===== src/rtl/memstream_pkg.sv =====
package memstream_pkg;
   localparam int BYTE_W = 8;
   localparam int WORD_W = 16;
   localparam int LANES  = WORD_W / BYTE_W;
   typedef logic [LANES-1:0] lane_t;
   localparam lane_t LANE_HI   = 2'b10;
   localparam lane_t LANE_LO   = 2'b01;
   localparam lane_t LANE_BOTH = 2'b11;
endpackage


===== src/rtl/memstream_fifo.sv =====
module memstream_fifo #(
   parameter int WIDTH = 41,
   parameter int DEPTH = 4,
   localparam int PW = $clog2(DEPTH),
   localparam int CW = $clog2(DEPTH + 1)
) (
   input  logic             clk,
   input  logic             rst_n,
   input  logic             push,
   input  logic [WIDTH-1:0] din,
   input  logic             pop,
   output logic [WIDTH-1:0] dout,
   output logic             empty,
   output logic             full,
   output logic [CW-1:0]    count
);
   generate
      if (DEPTH < 4) begin : g_bad_depth
         $error("memstream_fifo: DEPTH must be at least 4");
      end
   endgenerate

   logic [WIDTH-1:0] store [DEPTH];
   logic [PW-1:0]    wp_q, rp_q;
   logic [CW-1:0]    cnt_q;
   logic             do_push, do_pop;

   assign empty   = (cnt_q == '0);
   assign full    = (cnt_q == CW'(DEPTH));
   assign count   = cnt_q;
   assign dout    = store[rp_q];
   assign do_push = push && !full;
   assign do_pop  = pop && !empty;

   function automatic logic [PW-1:0] wrap_inc(input logic [PW-1:0] p);
      return (p == PW'(DEPTH - 1)) ? '0 : p + PW'(1);
   endfunction

   always_ff @(posedge clk) begin
      if (do_push) store[wp_q] <= din;
   end

   always_ff @(posedge clk or negedge rst_n) begin
      if (!rst_n) begin
         wp_q  <= '0;
         rp_q  <= '0;
         cnt_q <= '0;
      end else begin
         if (do_push) wp_q <= wrap_inc(wp_q);
         if (do_pop)  rp_q <= wrap_inc(rp_q);
         case ({do_push, do_pop})
            2'b10:   cnt_q <= cnt_q + CW'(1);
            2'b01:   cnt_q <= cnt_q - CW'(1);
            default: cnt_q <= cnt_q;
         endcase
      end
   end
endmodule


===== src/rtl/memstream_pack.sv =====
module memstream_pack
   import memstream_pkg::*;
#(
   parameter int ADDR_W = 24,
   localparam int WAW = ADDR_W - 1
) (
   input  logic              clk,
   input  logic              rst_n,
   input  logic              wr_en,
   input  logic [BYTE_W-1:0] wr_byte,
   input  logic [ADDR_W-1:0] ptr,
   input  logic              flush,
   output logic              push,
   output logic [WAW-1:0]    push_waddr,
   output logic [WORD_W-1:0] push_data,
   output lane_t             push_be
);
   logic              hold_v_q;
   logic [BYTE_W-1:0] hold_b_q;
   logic [WAW-1:0]    hold_a_q;

   always_comb begin
      push       = 1'b0;
      push_waddr = ptr[ADDR_W-1:1];
      push_data  = '0;
      push_be    = LANE_BOTH;
      if (wr_en && ptr[0]) begin
         push      = 1'b1;
         push_data = {(hold_v_q ? hold_b_q : '0), wr_byte};
         push_be   = hold_v_q ? LANE_BOTH : LANE_LO;
      end else if (!wr_en && flush && hold_v_q) begin
         push       = 1'b1;
         push_waddr = hold_a_q;
         push_data  = {hold_b_q, {BYTE_W{1'b0}}};
         push_be    = LANE_HI;
      end
   end

   always_ff @(posedge clk or negedge rst_n) begin
      if (!rst_n) begin
         hold_v_q <= 1'b0;
         hold_b_q <= '0;
         hold_a_q <= '0;
      end else if (wr_en) begin
         if (!ptr[0]) begin
            hold_v_q <= 1'b1;
            hold_b_q <= wr_byte;
            hold_a_q <= ptr[ADDR_W-1:1];
         end else begin
            hold_v_q <= 1'b0;
         end
      end else if (flush) begin
         hold_v_q <= 1'b0;
      end
   end
endmodule


===== src/rtl/memstream_prefetch.sv =====
module memstream_prefetch
   import memstream_pkg::*;
#(
   parameter int ADDR_W = 24,
   localparam int WAW = ADDR_W - 1
) (
   input  logic              clk,
   input  logic              rst_n,
   input  logic              consume,
   input  logic              restart,
   input  logic [ADDR_W-1:0] ptr,
   input  logic              ack,
   input  logic [WORD_W-1:0] rdata,
   output logic              need,
   output logic [WAW-1:0]    need_waddr,
   output logic              valid,
   output logic [BYTE_W-1:0] rd_byte,
   output logic              advance
);
   logic              valid_q, need_q, infl_q, disc_q;
   logic [WORD_W-1:0] word_q;
   logic [WAW-1:0]    naddr_q;

   assign need       = need_q;
   assign need_waddr = naddr_q;
   assign valid      = valid_q;
   assign advance    = consume && valid_q;
   assign rd_byte    = !valid_q ? '0 :
                       (ptr[0] ? word_q[BYTE_W-1:0] : word_q[WORD_W-1:BYTE_W]);

   always_ff @(posedge clk or negedge rst_n) begin
      if (!rst_n) begin
         valid_q <= 1'b0;
         need_q  <= 1'b0;
         infl_q  <= 1'b0;
         disc_q  <= 1'b0;
         word_q  <= '0;
         naddr_q <= '0;
      end else begin
         infl_q <= ack;
         if (ack) need_q <= 1'b0;
         if (infl_q) begin
            if (!disc_q && !restart) begin
               valid_q <= 1'b1;
               word_q  <= rdata;
            end
            disc_q <= 1'b0;
         end
         if (consume) begin
            if (valid_q) begin
               if (ptr[0]) begin
                  valid_q <= 1'b0;
                  need_q  <= 1'b1;
                  naddr_q <= ptr[ADDR_W-1:1] + WAW'(1);
               end
            end else if (!need_q && !infl_q) begin
               need_q  <= 1'b1;
               naddr_q <= ptr[ADDR_W-1:1];
            end
         end
         if (restart) begin
            valid_q <= 1'b0;
            if (need_q) disc_q <= 1'b1;
         end
      end
   end
endmodule


===== src/rtl/memstream_port.sv =====
module memstream_port
   import memstream_pkg::*;
#(
   parameter int ADDR_W     = 24,
   parameter int FIFO_DEPTH = 4,
   parameter int REG_AW     = 3,
   localparam int WAW = ADDR_W - 1,
   localparam int NAB = ADDR_W / BYTE_W
) (
   input  logic              clk,
   input  logic              rst_n,
   input  logic              reg_wr,
   input  logic              reg_rd,
   input  logic [REG_AW-1:0] reg_addr,
   input  logic [7:0]        reg_wdata,
   output logic [7:0]        reg_rdata,
   input  logic              xfer_end,
   output logic              mem_req,
   output logic              mem_we,
   output logic [WAW-1:0]    mem_addr,
   output logic [15:0]       mem_wdata,
   output logic [1:0]        mem_be,
   input  logic [15:0]       mem_rdata,
   input  logic              mem_ready
);
   localparam int DATA_REG = NAB;
   localparam int STAT_REG = NAB + 1;
   localparam int EW       = WAW + WORD_W + LANES;
   localparam int CW       = $clog2(FIFO_DEPTH + 1);

   generate
      if ((ADDR_W % BYTE_W) != 0 || ADDR_W < 16) begin : g_bad_aw
         $error("memstream_port: ADDR_W must be a multiple of 8 and at least 16");
      end
      if ((1 << REG_AW) <= STAT_REG) begin : g_bad_raw
         $error("memstream_port: REG_AW too small for the register map");
      end
   endgenerate

   // register decode
   logic addr_wr, data_wr, data_rd, restart, flush;
   assign addr_wr = reg_wr && (reg_addr < REG_AW'(NAB));
   assign data_wr = reg_wr && (reg_addr == REG_AW'(DATA_REG));
   assign data_rd = reg_rd && (reg_addr == REG_AW'(DATA_REG));
   assign restart = addr_wr || data_wr;
   assign flush   = xfer_end || addr_wr || data_rd;

   logic [ADDR_W-1:0] ptr_q, ptr_wr_val;
   logic [7:0]        ptr_byte [NAB];
   logic              err_q;

   genvar g;
   generate
      for (g = 0; g < NAB; g++) begin : g_lane
         assign ptr_byte[g] = ptr_q[(NAB-1-g)*BYTE_W +: BYTE_W];
      end
   endgenerate

   always_comb begin
      ptr_wr_val = ptr_q;
      for (int i = 0; i < NAB; i++) begin
         if (reg_addr == REG_AW'(i)) ptr_wr_val[(NAB-1-i)*BYTE_W +: BYTE_W] = reg_wdata;
      end
   end

   // write packer and FIFO
   logic              pk_push;
   logic [WAW-1:0]    pk_waddr;
   logic [WORD_W-1:0] pk_data;
   lane_t             pk_be;

   memstream_pack #(.ADDR_W(ADDR_W)) u_pack (
      .clk(clk), .rst_n(rst_n), .wr_en(data_wr), .wr_byte(reg_wdata),
      .ptr(ptr_q), .flush(flush), .push(pk_push), .push_waddr(pk_waddr),
      .push_data(pk_data), .push_be(pk_be)
   );

   logic [EW-1:0]     f_dout;
   logic              f_empty, f_full, f_pop;
   logic [CW-1:0]     fifo_cnt;
   logic [WAW-1:0]    f_waddr;
   logic [WORD_W-1:0] f_data;
   lane_t             f_be;

   memstream_fifo #(.WIDTH(EW), .DEPTH(FIFO_DEPTH)) u_fifo (
      .clk(clk), .rst_n(rst_n), .push(pk_push), .din({pk_waddr, pk_data, pk_be}),
      .pop(f_pop), .dout(f_dout), .empty(f_empty), .full(f_full), .count(fifo_cnt)
   );
   assign {f_waddr, f_data, f_be} = f_dout;

   // read prefetch
   logic              pf_need, pf_valid, pf_adv, pf_ack;
   logic [WAW-1:0]    pf_waddr;
   logic [BYTE_W-1:0] pf_byte;

   memstream_prefetch #(.ADDR_W(ADDR_W)) u_pf (
      .clk(clk), .rst_n(rst_n), .consume(data_rd), .restart(restart),
      .ptr(ptr_q), .ack(pf_ack), .rdata(mem_rdata), .need(pf_need),
      .need_waddr(pf_waddr), .valid(pf_valid), .rd_byte(pf_byte), .advance(pf_adv)
   );

   // memory arbiter: writes first, a presented read stays until taken
   logic rd_lock_q, sel_rd, sel_wr;
   assign sel_rd    = pf_need && (rd_lock_q || f_empty);
   assign sel_wr    = !sel_rd && !f_empty;
   assign f_pop     = sel_wr && mem_ready;
   assign pf_ack    = sel_rd && mem_ready;
   assign mem_req   = sel_rd || sel_wr;
   assign mem_we    = sel_wr;
   assign mem_addr  = sel_wr ? f_waddr : pf_waddr;
   assign mem_wdata = sel_wr ? f_data : '0;
   assign mem_be    = sel_wr ? f_be : LANE_BOTH;

   // register read data
   logic [7:0] rd_nxt;
   always_comb begin
      rd_nxt = '0;
      for (int i = 0; i < NAB; i++) begin
         if (reg_addr == REG_AW'(i)) rd_nxt = ptr_byte[i];
      end
      if (reg_addr == REG_AW'(DATA_REG)) rd_nxt = pf_byte;
      if (reg_addr == REG_AW'(STAT_REG)) rd_nxt = {7'b0, err_q};
   end

   always_ff @(posedge clk or negedge rst_n) begin
      if (!rst_n) begin
         ptr_q     <= '0;
         err_q     <= 1'b0;
         rd_lock_q <= 1'b0;
         reg_rdata <= '0;
      end else begin
         if (addr_wr)                 ptr_q <= ptr_wr_val;
         else if (data_wr || pf_adv)  ptr_q <= ptr_q + ADDR_W'(1);
         if (pk_push && f_full)       err_q <= 1'b1;
         rd_lock_q <= sel_rd && !mem_ready;
         if (reg_rd)                  reg_rdata <= rd_nxt;
      end
   end
endmodule


===== config.mk =====
export PLATFORM = sky130hd
export DESIGN_NAME = memstream_port
export DESIGN_NICKNAME = d
export VERILOG_FILES = /design/src/rtl/memstream_pkg.sv /design/src/rtl/memstream_fifo.sv /design/src/rtl/memstream_pack.sv /design/src/rtl/memstream_prefetch.sv /design/src/rtl/memstream_port.sv
export SDC_FILE = /design/constraint.sdc
export NUM_CORES = 1
export LEC_CHECK = 0
export BUFFER_PORTS_ARGS = -buffer_cell sky130_fd_sc_hd__buf_2
export CORE_MARGIN = 1
export CORE_UTILIZATION = 35
export DETAILED_ROUTE_END_ITERATION = 10
export PLACE_DENSITY_LB_ADDON = 0.25
export SYNTH_ARGS = -nofsm -noshare
export SYNTH_HDL_FRONTEND = slang
export SYNTH_SLANG_ARGS = --single-unit

===== constraint.sdc =====
create_clock -name clk -period 2.4 [get_ports clk]
set_input_delay 0.48 -clock clk [delete_from_list [all_inputs] [get_ports clk]]
set_output_delay 0.48 -clock clk [all_outputs]
set_load 0.02 [all_outputs]

==> results of run 1 <==
placed cells by master (no fill, tap or decap), types with 26 or more instances in the layout:
cell type	synthesis	layout
sky130_fd_sc_hd__a21oi_1	45	44
sky130_fd_sc_hd__buf_2	24	56
sky130_fd_sc_hd__buf_4	1	43
sky130_fd_sc_hd__buf_6	0	26
sky130_fd_sc_hd__clkbuf_16	0	31
sky130_fd_sc_hd__dfrtp_1	116	114
sky130_fd_sc_hd__edfxtp_1	164	164
sky130_fd_sc_hd__inv_1	28	28
sky130_fd_sc_hd__mux2_2	102	93
sky130_fd_sc_hd__mux4_2	41	41
sky130_fd_sc_hd__nand2_1	30	29
sky130_fd_sc_hd__nor2_1	61	60
sky130_fd_sc_hd__o21ai_0	26	26
synth_stat cells, drive strengths merged, types with 9 or more instances:
cell,number
o22ai,9
nor3,12
edfxtp,164
mux2i,11
inv,28
mux4,41
o21ai,28
clkbuf,38
xnor2,17
and2,40
a31oi,11
dfrtp,116
nand2,30
o22a,13
a21oi,48
buf,26
nand3,14
mux2,102
nand4,11
nor2,61
kinds of logic after synthesis:
logic type,Yosys count,synth area share [%]
buffers and inverters,92,3.02
and+or+nand+nor,190,7.82
AOI/OAI and AO/OA,141,7.22
xor gates and xnor gates,25,1.73
DFF,280,62.0
adders and majority gates,9,0.951
muxes,154,17.3
flip-flops by register name (all words and copies together), names as in the netlist, 2 cells and up:
name,flops
u_pack.hold_b_q,8
u_fifo.store,164
u_fifo.rp_q,2
u_fifo.wp_q,2
u_fifo.count,3
reg_rdata,8
u_pf.word_q,16
u_pack.hold_a_q,23
u_pf.need_waddr,23
ptr_byte,24
power by group through the flow:
stage	logic, mW	registers (mW)	clock network, mW
2_1_floorplan	3.90	6.49	0
3_5_place_dp	5.51	6.87	0
4_1_cts	6.55	6.77	4.73
5_1_grt	7.14	6.89	4.90
3_3_place_gp	5.46	6.86	0
6_report	6.61	6.77	4.60
metrics by stage:
step,hold WS (ns),setup slack (ns),total power [mW]
after floorplan,0.184,-0.0381,10.4
after global placement,0.456,0.0141,12.3
after detailed placement,0.455,0.0156,12.4
after CTS,0.114,-0.311,18.0
after global routing,0.123,-0.343,18.9
final,0.141,-0.264,18.0
final timing paths:
| check | endpoint | slack [ns] | cells past startpoint |
|---|---|---|---|
| setup / recovery | mem_addr[3] | -0.26 | 7 |
| max in group asynchronous | u_pf.need_waddr[14] | 1.38 | 3 |
| hold reg to reg | err_q | 0.48 | 1 |
| hold / removal | u_pf.word_q[14] | 0.14 | 2 |
| setup reg to reg | u_fifo.count[2] | 0.21 | 12 |
| min in group asynchronous | u_pf.word_q[15] | 0.41 | 2 |
cell type report:
type	instances	share of cell area, %
flip-flops and latches	280	50.3
clock inverters	16	1.24
repair buffers	155	9.78
inverters	28	0.675
multi-input cells	519	29.2
clock buffers	40	5.19
well taps	461	3.70
layer usage:
metal,vias to the layer above,GRT usage (%),wire length (um),part of all wire [%]
li1,3594,-,-,-
met1,3938,24.8,14100,45
met2,213,29.3,15300,49
met3,40,2.01,1510,4.8
met4,0,3.36,464,1.5
met5,-,0,0,0
what timing repair did:
action / 4_1_cts / 5_1_grt
pin swaps: 13 / 1
buffers inserted: 11 / 2
endpoints found under the hold margin: 28 / 0
endpoints found under the setup margin: 42 / 43
cloned: 6 / 1
hold buffers: 1 / 0
gates resized for setup: 61 / 26
worst max-delay path, delay by kind of cell (launching register included):
family / cells / cell delay [ns]
compound gates: 1 / 0.15
buf+inv: 4 / 0.67
mux: 1 / 0.35
flops: 1 / 0.38
simple gates: 1 / 0.06
==> flow_summary.toml, run 1 <==
[yosys]
yosysUniqueCellTypes = 62
ys.flop_type = "sky130_fd_sc_hd__edfxtp_1"
synth_top_area_share_pct = 39.0
synth_async_sr_flop_share_pct = 41.4
ys_seq_area_share_pct = 62.0
yosysWarningCount = 0
yosys.area.top_type = "sky130_fd_sc_hd__edfxtp_1"
count_of_flip_flops_with_a_built_in_enable_after_synthesis = 164
post_synth.cell_area_avg_um2 = 14.2
syn-instance-count = 891
ys_seq_elements = 280
postSynthNetCount = 933
synth.top_cells.by_area = "sky130_fd_sc_hd__edfxtp_1 39%, sky130_fd_sc_hd__dfrtp_1 23%, sky130_fd_sc_hd__mux2_2 9.1%, sky130_fd_sc_hd__mux4_2 7.3%, sky130_fd_sc_hd__and2_1 1.9%"
mappedNetlistArea_um2 = 12600

[power]
net-switching-power_mw = 5.76
seqPwrFrac_pct = 37.6
p_int_mw = 12.2
sw_frac_of_total_pct = 32.0
combinationalPowerShare_pct = 36.8
pwr_density_cell_nw_per_um2 = 1150
leak_pwr_nw = 5.90
share_clk_of_total_power_pct = 25.6
ir_drop_mv = 0.745

[final_layout]
antenna_cells_inserted = 0
filler_cell_count = 3223
layoutNonFillerInstCount = 1499
layout.core_utilization_pct = 43.8
ratio_of_cells_with_drive_above_1_in_the_final_layout_pct = 36.5
multiInputGateArea_um2 = 4540
finalNetCount = 1056
final-seq-area_um2 = 7830
syn_to_final_growth_pct = 23.4
finalInstanceArea_um2 = 15600

[route]
via_per_inst = 5.19
vias = 7785
wire_per_inst_um = 21.0
post-route-drc-count = 0
postRouteAntennaNets = 0
finalWirelength_um = 31400
drt_iter0_drc = 477
detailedRoute.firstPassIterationCount = 5

[die]
design.core.area_um2 = 35600
die_area_um2 = 36800
die_h_um = 192
number_of_standard_cell_rows_in_the_floorplan = 69
initial_core_util_pct = 35.5
die-width_um = 192
io_pins = 84

[worst_setup_path]
largest_fanout_on_the_critical_path = 5
cpMaxStageDelayCell = "sky130_fd_sc_hd__dfrtp_1"
endpoint_kind = "output pin"
critical-path-max-stage-delay_ns = 0.38
crit_chain = "nor3_2 -> buf_4 -> a21oi_4 -> buf_6 -> clkbuf_16 -> mux2_2 -> buf_2"
critPathArrivalTime_ns = 2.18
critPathLaunch = "u_fifo.count[1]"
critical_path.reg2reg.startpoint = "u_fifo.count[1]"
cp-start-kind = "register"
worst-setup-path-type = "register to output pin"
worstPathRequired_ns = 1.92

[sta]
finalClockSkew_ns = 0.0246
final.period_utilization_pct = 111
hold_viol_final = 0
worstMarginPinSlew_ns = 0.482
post-route-min-period_ns = 2.66
setup_viol_count_final = 41
maxSlewHeadroom_pct = 67.5
max_freq_mhz = 375
finalSetupTns_ns = -8.01
rsz0062_at_grt = "true"
layout_setup_ws_ns = -0.264
timing_max_transition_violations_final = 0

[grt]
grt_start_max_net_pins = 47
global_route.overflow_total = 0
grt_first_pass_wirelength_um = 48500
grt_antenna_before_repair = 0
number_of_global_route_vias_before_repair = 7995
track_usage_pct = 17.6

[run_status]
violations = "negative setup slack"
status = "complete, but fails checks"

[placement]
placedInstanceArea_um2 = 14000
place.detailed.hpwl_um = 20300
port_buffers = 83
placedCellCount = 1425
routabilityCongestion = 0.858

[clock_network]
ctsHtreeMaxLevel = 1
worst_setup_hold_path_clk_slew_ns = 0.06
tritoncts = "done"
tritoncts_num_sinks = 280
ctsLongestPathBuffers = 3
clk_root_buffer_cell = "sky130_fd_sc_hd__clkbuf_16"
tritoncts_buffers = 30
clk_latency_ns = 0.57

[min_path]
min_from = "mem_rdata[14]"
min_path_type = "input port to register"

[run]
max-cap-violations = 0
(Power assumes the default switching activity.)
==> run 2, diff against run 1 <==
- clock period: 2.4 -> 2.3 ns (I/O delays scaled with it)
==> flow_summary.toml, run 2 (synthesis gave the netlist of run 1 again) <==
[run_status]
status = "complete, but fails checks"
violations = "negative setup slack"

[sta]
hold_viol_final = 0
finalSetupTns_ns = -12.23
worstMarginPinSlew_ns = 0.495
post-route-min-period_ns = 2.65
final.period_utilization_pct = 115
whs_ns = 0.129
max_freq_mhz = 377
rsz0062_at_grt = "true"
layout_setup_ws_ns = -0.355
setup_viol_count_final = 42
maxSlewHeadroom_pct = 67.0
timing_max_transition_violations_final = 0
finalClockSkew_ns = 0.0214

[worst_setup_path]
worst-setup-path-type = "register to output pin"
crit_chain = "buf_8 -> buf_12 -> mux4_2 -> mux2_4 -> buf_6"
timing.critical_path.buf_inv = 3
largest_fanout_on_the_critical_path = 7
cp-start-kind = "register"
critical_path.top_delay_family = "multiplexers"
worstPathRequired_ns = 1.84
endpoint_kind = "output pin"
cpMaxStageDelayCell = "sky130_fd_sc_hd__mux4_2"
critical-path-max-stage-delay_ns = 0.50
reg2reg_slack_ns = 0.10
critPathArrivalTime_ns = 2.19

[final_layout]
finalNetCount = 1072
ratio_of_cells_with_drive_above_1_in_the_final_layout_pct = 36.4
filler_cell_count = 3256
largest_register_ffs = 164
finalInstanceArea_um2 = 15600
syn_to_final_growth_pct = 23.8
layout_common_cells = "164 x sky130_fd_sc_hd__edfxtp_1, 114 x sky130_fd_sc_hd__dfrtp_1, 80 x sky130_fd_sc_hd__mux2_2"
regMostFlops = "u_fifo.store"
commonest_non_fill_non_tap_cell_in_the_layout = "sky130_fd_sc_hd__edfxtp_1"
antenna_cells_inserted = 0

[die]
design.core.area_um2 = 35600
die_area_um2 = 36800
die_h_um = 192
number_of_standard_cell_rows_in_the_floorplan = 69
die-width_um = 192
initial_core_util_pct = 35.5
io_pins = 84

[power]
leak_pwr_nw = 5.97
pwr_density_cell_nw_per_um2 = 1190
ir_drop_mv = 0.703

[placement]
routabilityCongestion = 0.870
port_buffers = 83
place.detailed.hpwl_um = 20800
placedInstanceArea_um2 = 14200

[route]
drt_iter0_drc = 449
detailedRoute.firstPassIterationCount = 5
post-route-drc-count = 0
wire_per_inst_um = 20.9
vias = 7847
finalWirelength_um = 31600
postRouteAntennaNets = 0
via_per_inst = 5.18

[clock_network]
ctsHtreeMaxLevel = 1
clk_latency_ns = 0.55
tritoncts_num_sinks = 280
tritoncts_buffers = 29
tritoncts = "done"
clk_root_buffer_cell = "sky130_fd_sc_hd__clkbuf_16"
worst_setup_hold_path_clk_slew_ns = 0.06
ctsLongestPathBuffers = 3

[grt]
grt_antenna_before_repair = 0
number_of_global_route_vias_before_repair = 8153
global_route.overflow_total = 0
grt_start_max_net_pins = 55
grt_first_pass_wirelength_um = 47900
track_usage_pct = 17.2

[min_path]
min_path_type = "input port to register"

[run]
max-cap-violations = 0
==> run 2: changes by cell type in the layout (fill, tap and decap cells not counted), sizes merged <==
cell | previous run | this run
buf | 153 | 169
bufinv | 3 | 2
clkbuf | 41 | 42
clkinv | 11 | 8
clkinvlp | 2 | 3
inv | 28 | 29
==> run 2: cell type report <==
class	count	area, um^2	share of cell area, %
clock buffer	40	797	5.10
clock inverter	14	129	0.824
inverter	28	105	0.672
multi-input combinational	519	4570	29.2
sequential	280	7830	50.1
tap	461	577	3.69
timing repair buffer	172	1630	10.4
==> run 2: per-stage QoR <==
step / power (mW) / cells / util [%] / setup slack (ns)
2_1_floorplan: 10.8 / 891 / - / -0.00435
5_1_grt: 19.5 / 1514 / 44.0 / -0.416
3_3_place_gp: 12.9 / 1445 / 39.9 / -0.0443
3_5_place_dp: 12.9 / 1445 / 39.9 / -0.0598
4_1_cts: 18.4 / 1507 / 43.5 / -0.374
6_report: 18.6 / 1514 / 44.0 / -0.355
==> run 2: routing by layer <==
layer | track usage [%] | up-vias | wire length (um) | part of all wire, %
met5 | 0 | - | 0 | 0
met4 | 4.70 | 0 | 621 | 2.0
met3 | 2.27 | 41 | 1210 | 3.8
met2 | 28.0 | 175 | 15400 | 49
met1 | 24.0 | 4018 | 14400 | 46
li1 | - | 3613 | - | -
==> run 2: final timing paths <==
path,from,endpoint,depth (start not counted)
worst max-delay path,u_fifo.rp_q[0],mem_addr[18],5
max in group asynchronous,rst_n,u_pack.hold_a_q[14],3
worst min register to register,err_q,err_q,1
worst max register to register,u_fifo.count[2],u_fifo.count[2],12
min in group asynchronous,rst_n,ptr_byte[23],2
worst min-delay path,mem_ready,rd_lock_q,2
==> run 2: repair_timing <==
item	4_1_cts	5_1_grt
setup buffers	5	3
hold endpoints to repair	29	0
pin swaps	3	1
hold buffers	1	0
gates resized for setup	78	16
cloned	2	4
setup endpoints to repair	42	42
==> run 2: where the power goes <==
group | switching [mW] | internal, mW
Clock | 1.88 | 2.64
Combinational | 3.36 | 3.63
Sequential | 0.702 | 6.34
==> run 3, diff against run 2 <==
- SETUP_SLACK_MARGIN: not set -> 0.3
- SYNTH_HIERARCHICAL: not set -> 1
==> flow_summary.toml, run 3 <==
[yosys]
synth_async_sr_flop_share_pct = 41.4
ys_seq_area_share_pct = 59.2
ys.flop_type = "sky130_fd_sc_hd__edfxtp_1"
yosysWarningCount = 6
ys_seq_elements = 280
count_of_flip_flops_with_a_built_in_enable_after_synthesis = 164
yosysMostFrequentCell = "sky130_fd_sc_hd__edfxtp_1"
mappedNetlistArea_um2 = 13200
yosysUniqueCellTypes = 70
synth_top_area_share_pct = 37.3
synth_top_cells_by_count = "164 x sky130_fd_sc_hd__edfxtp_1, 116 x sky130_fd_sc_hd__dfrtp_1, 50 x sky130_fd_sc_hd__mux2_2"
syn-instance-count = 875
synth.top_cells.by_area = "sky130_fd_sc_hd__edfxtp_1 37%, sky130_fd_sc_hd__dfrtp_1 22%, sky130_fd_sc_hd__mux4_2 7.7%, sky130_fd_sc_hd__mux2_4 5.3%, sky130_fd_sc_hd__mux2_2 4.3%"
postSynthNetCount = 917
yosys.area.top_type = "sky130_fd_sc_hd__edfxtp_1"
post_synth.cell_area_avg_um2 = 15.1

[grt]
grt_antenna_before_repair = 0
grt_first_pass_wirelength_um = 49900
number_of_global_route_vias_before_repair = 8130
track_usage_pct = 17.0
grt_start_max_net_pins = 64
global_route.overflow_total = 0

[final_layout]
ratio_of_cells_with_drive_above_1_in_the_final_layout_pct = 42.0
antenna_cells_inserted = 0
syn_to_final_growth_pct = 24.4
commonest_non_fill_non_tap_cell_in_the_layout = "sky130_fd_sc_hd__edfxtp_1"
largest_register_ffs = 164
regMostFlops = "u_fifo/store"
layout_common_cells = "164 x sky130_fd_sc_hd__edfxtp_1, 109 x sky130_fd_sc_hd__dfrtp_1, 77 x sky130_fd_sc_hd__buf_4"
finalNetCount = 1087
layoutNonFillerInstCount = 1572
filler_cell_count = 3304

[worst_setup_path]
worst-setup-path-type = "register to output pin"
endpoint_kind = "output pin"
critical_path.reg2reg.endpoint = "u_fifo/count[2]"
critical_path.reg2reg.startpoint = "u_fifo/count[1]"
worstSetupEndpoint = "mem_addr[8]"
critPathArrivalTime_ns = 2.20
cp-start-kind = "register"
largest_fanout_on_the_critical_path = 5
reg2reg_slack_ns = 0.12
critPathLaunch = "u_fifo/rp_q[0]"
worstPathRequired_ns = 1.84
reg2regPathDepth = 13

[clock_network]
tritoncts_num_sinks = 280
worst_setup_hold_path_clk_slew_ns = 0.07
ctsLongestPathBuffers = 3
tritoncts = "done"
ctsHtreeMaxLevel = 1
clk_root_buffer_cell = "sky130_fd_sc_hd__clkbuf_16"
tritoncts_buffers = 30
clk_latency_ns = 0.56

[power]
ir_drop_mv = 0.694
leak_pwr_nw = 6.52
pwr_density_cell_nw_per_um2 = 1220
report.power.total_mw = 20.1

[placement]
place.detailed.hpwl_um = 21100
port_buffers = 83
routabilityCongestion = 0.811
placedCellCount = 1492

[sta]
setup_viol_count_final = 42
hold_viol_final = 0
worstMarginPinSlew_ns = 0.549
rsz0062_at_grt = "true"
max_freq_mhz = 376
finalClockSkew_ns = 0.0174
layout_setup_ws_ns = -0.359
finalSetupTns_ns = -11.91
final.period_utilization_pct = 116
post-route-min-period_ns = 2.66
maxSlewHeadroom_pct = 63.4
timing_max_transition_violations_final = 0

[route]
drt_iter0_drc = 557
postRouteAntennaNets = 0
finalWirelength_um = 32400
via_per_inst = 5.13
detailedRoute.firstPassIterationCount = 5
wire_per_inst_um = 20.6
vias = 8071
post-route-drc-count = 0

[die]
io_pins = 84
die_area_um2 = 38500
number_of_standard_cell_rows_in_the_floorplan = 70
design.core.area_um2 = 36900
initial_core_util_pct = 35.8
die-width_um = 196
die_h_um = 196

[min_path]
min_path_type = "input port to register"

[run_status]
status = "complete, but fails checks"
violations = "negative setup slack"

[run]
max-cap-violations = 0
-- run 3: worst min path at each step --
stage / start / to / depth (start not counted)
2_1_floorplan: rst_n / err_q / 0
3_3_place_gp: rst_n / u_pf/word_q[13] / 1
3_5_place_dp: rst_n / u_pf/word_q[13] / 1
4_1_cts: mem_ready / rd_lock_q / 2
5_1_grt: mem_ready / rd_lock_q / 2
6_report: mem_ready / rd_lock_q / 2
-- run 3: cell type report --
| class | count | area (um^2) | area share, % |
|---|---|---|---|
| clock buffers | 32 | 758 | 4.61 |
| clock inverters | 23 | 216 | 1.32 |
| inverters | 26 | 100 | 0.609 |
| multi-input cells | 521 | 5120 | 31.1 |
| flip-flops and latches | 280 | 7840 | 47.7 |
| well taps | 504 | 631 | 3.84 |
| repair buffers | 186 | 1780 | 10.8 |
-- run 3: kinds of logic (layout without fill, tap and decap cells) --
| logic type | after synthesis | after routing | synth area share [%] |
|---|---|---|---|
| flops | 280 | 280 | 59.2 |
| xor+xnor | 16 | 16 | 1.06 |
| simple gates | 212 | 212 | 9.83 |
| compound gates | 124 | 124 | 6.13 |
| fa+ha+maj | 9 | 9 | 0.909 |
| buf+inv | 74 | 267 | 3.62 |
| mux | 160 | 160 | 19.2 |
-- run 3: critical path, stage by stage (launching register included) --
cell,delay (ns)
sky130_fd_sc_hd__dfrtp_2,0.42
sky130_fd_sc_hd__buf_4,0.14
sky130_fd_sc_hd__buf_6,0.12
sky130_fd_sc_hd__buf_16,0.13
sky130_fd_sc_hd__mux4_2,0.43
sky130_fd_sc_hd__mux2_4,0.28
sky130_fd_sc_hd__buf_6,0.13
-- run 3: repair_timing --
item / in CTS / in global routing
gates cloned: 4 / 2
hold endpoints to repair: 116 / 0
hold buffers: 1 / 0
resized for setup: 86 / 50
buffers inserted: 9 / 9
setup endpoints to repair: 49 / 124
pin swaps: 3 / 2
-- run 3: metal layers --
metal	global-route usage (%)	vias up	part of all wire, %
li1	-	3691	-
met1	25.0	4112	48
met2	26.7	227	45
met3	2.66	41	5.0
met4	3.36	0	1.7
met5	0	-	0
-- run 3: through the flow --
stage          hold slack, ns  util (%)  area [um^2]  setup slack [ns]
2_1_floorplan           0.164         -        13300            -0.432
3_3_place_gp            0.278      39.9        14700            -0.171
3_5_place_dp            0.279      39.9        14700            -0.241
4_1_cts                0.0539      43.9        16200            -0.389
5_1_grt                0.0672      44.6        16400            -0.428
6_report               0.0755      44.6        16400            -0.359
-- run 3: where the power goes --
group	leakage (nW)	total, mW	switching [mW]	internal [mW]
sequential	2.88	7.18	0.758	6.42
combinational	3.16	8.19	3.74	4.44
clock	0.468	4.75	2.02	2.73
total	6.52	20.1	6.52	13.6
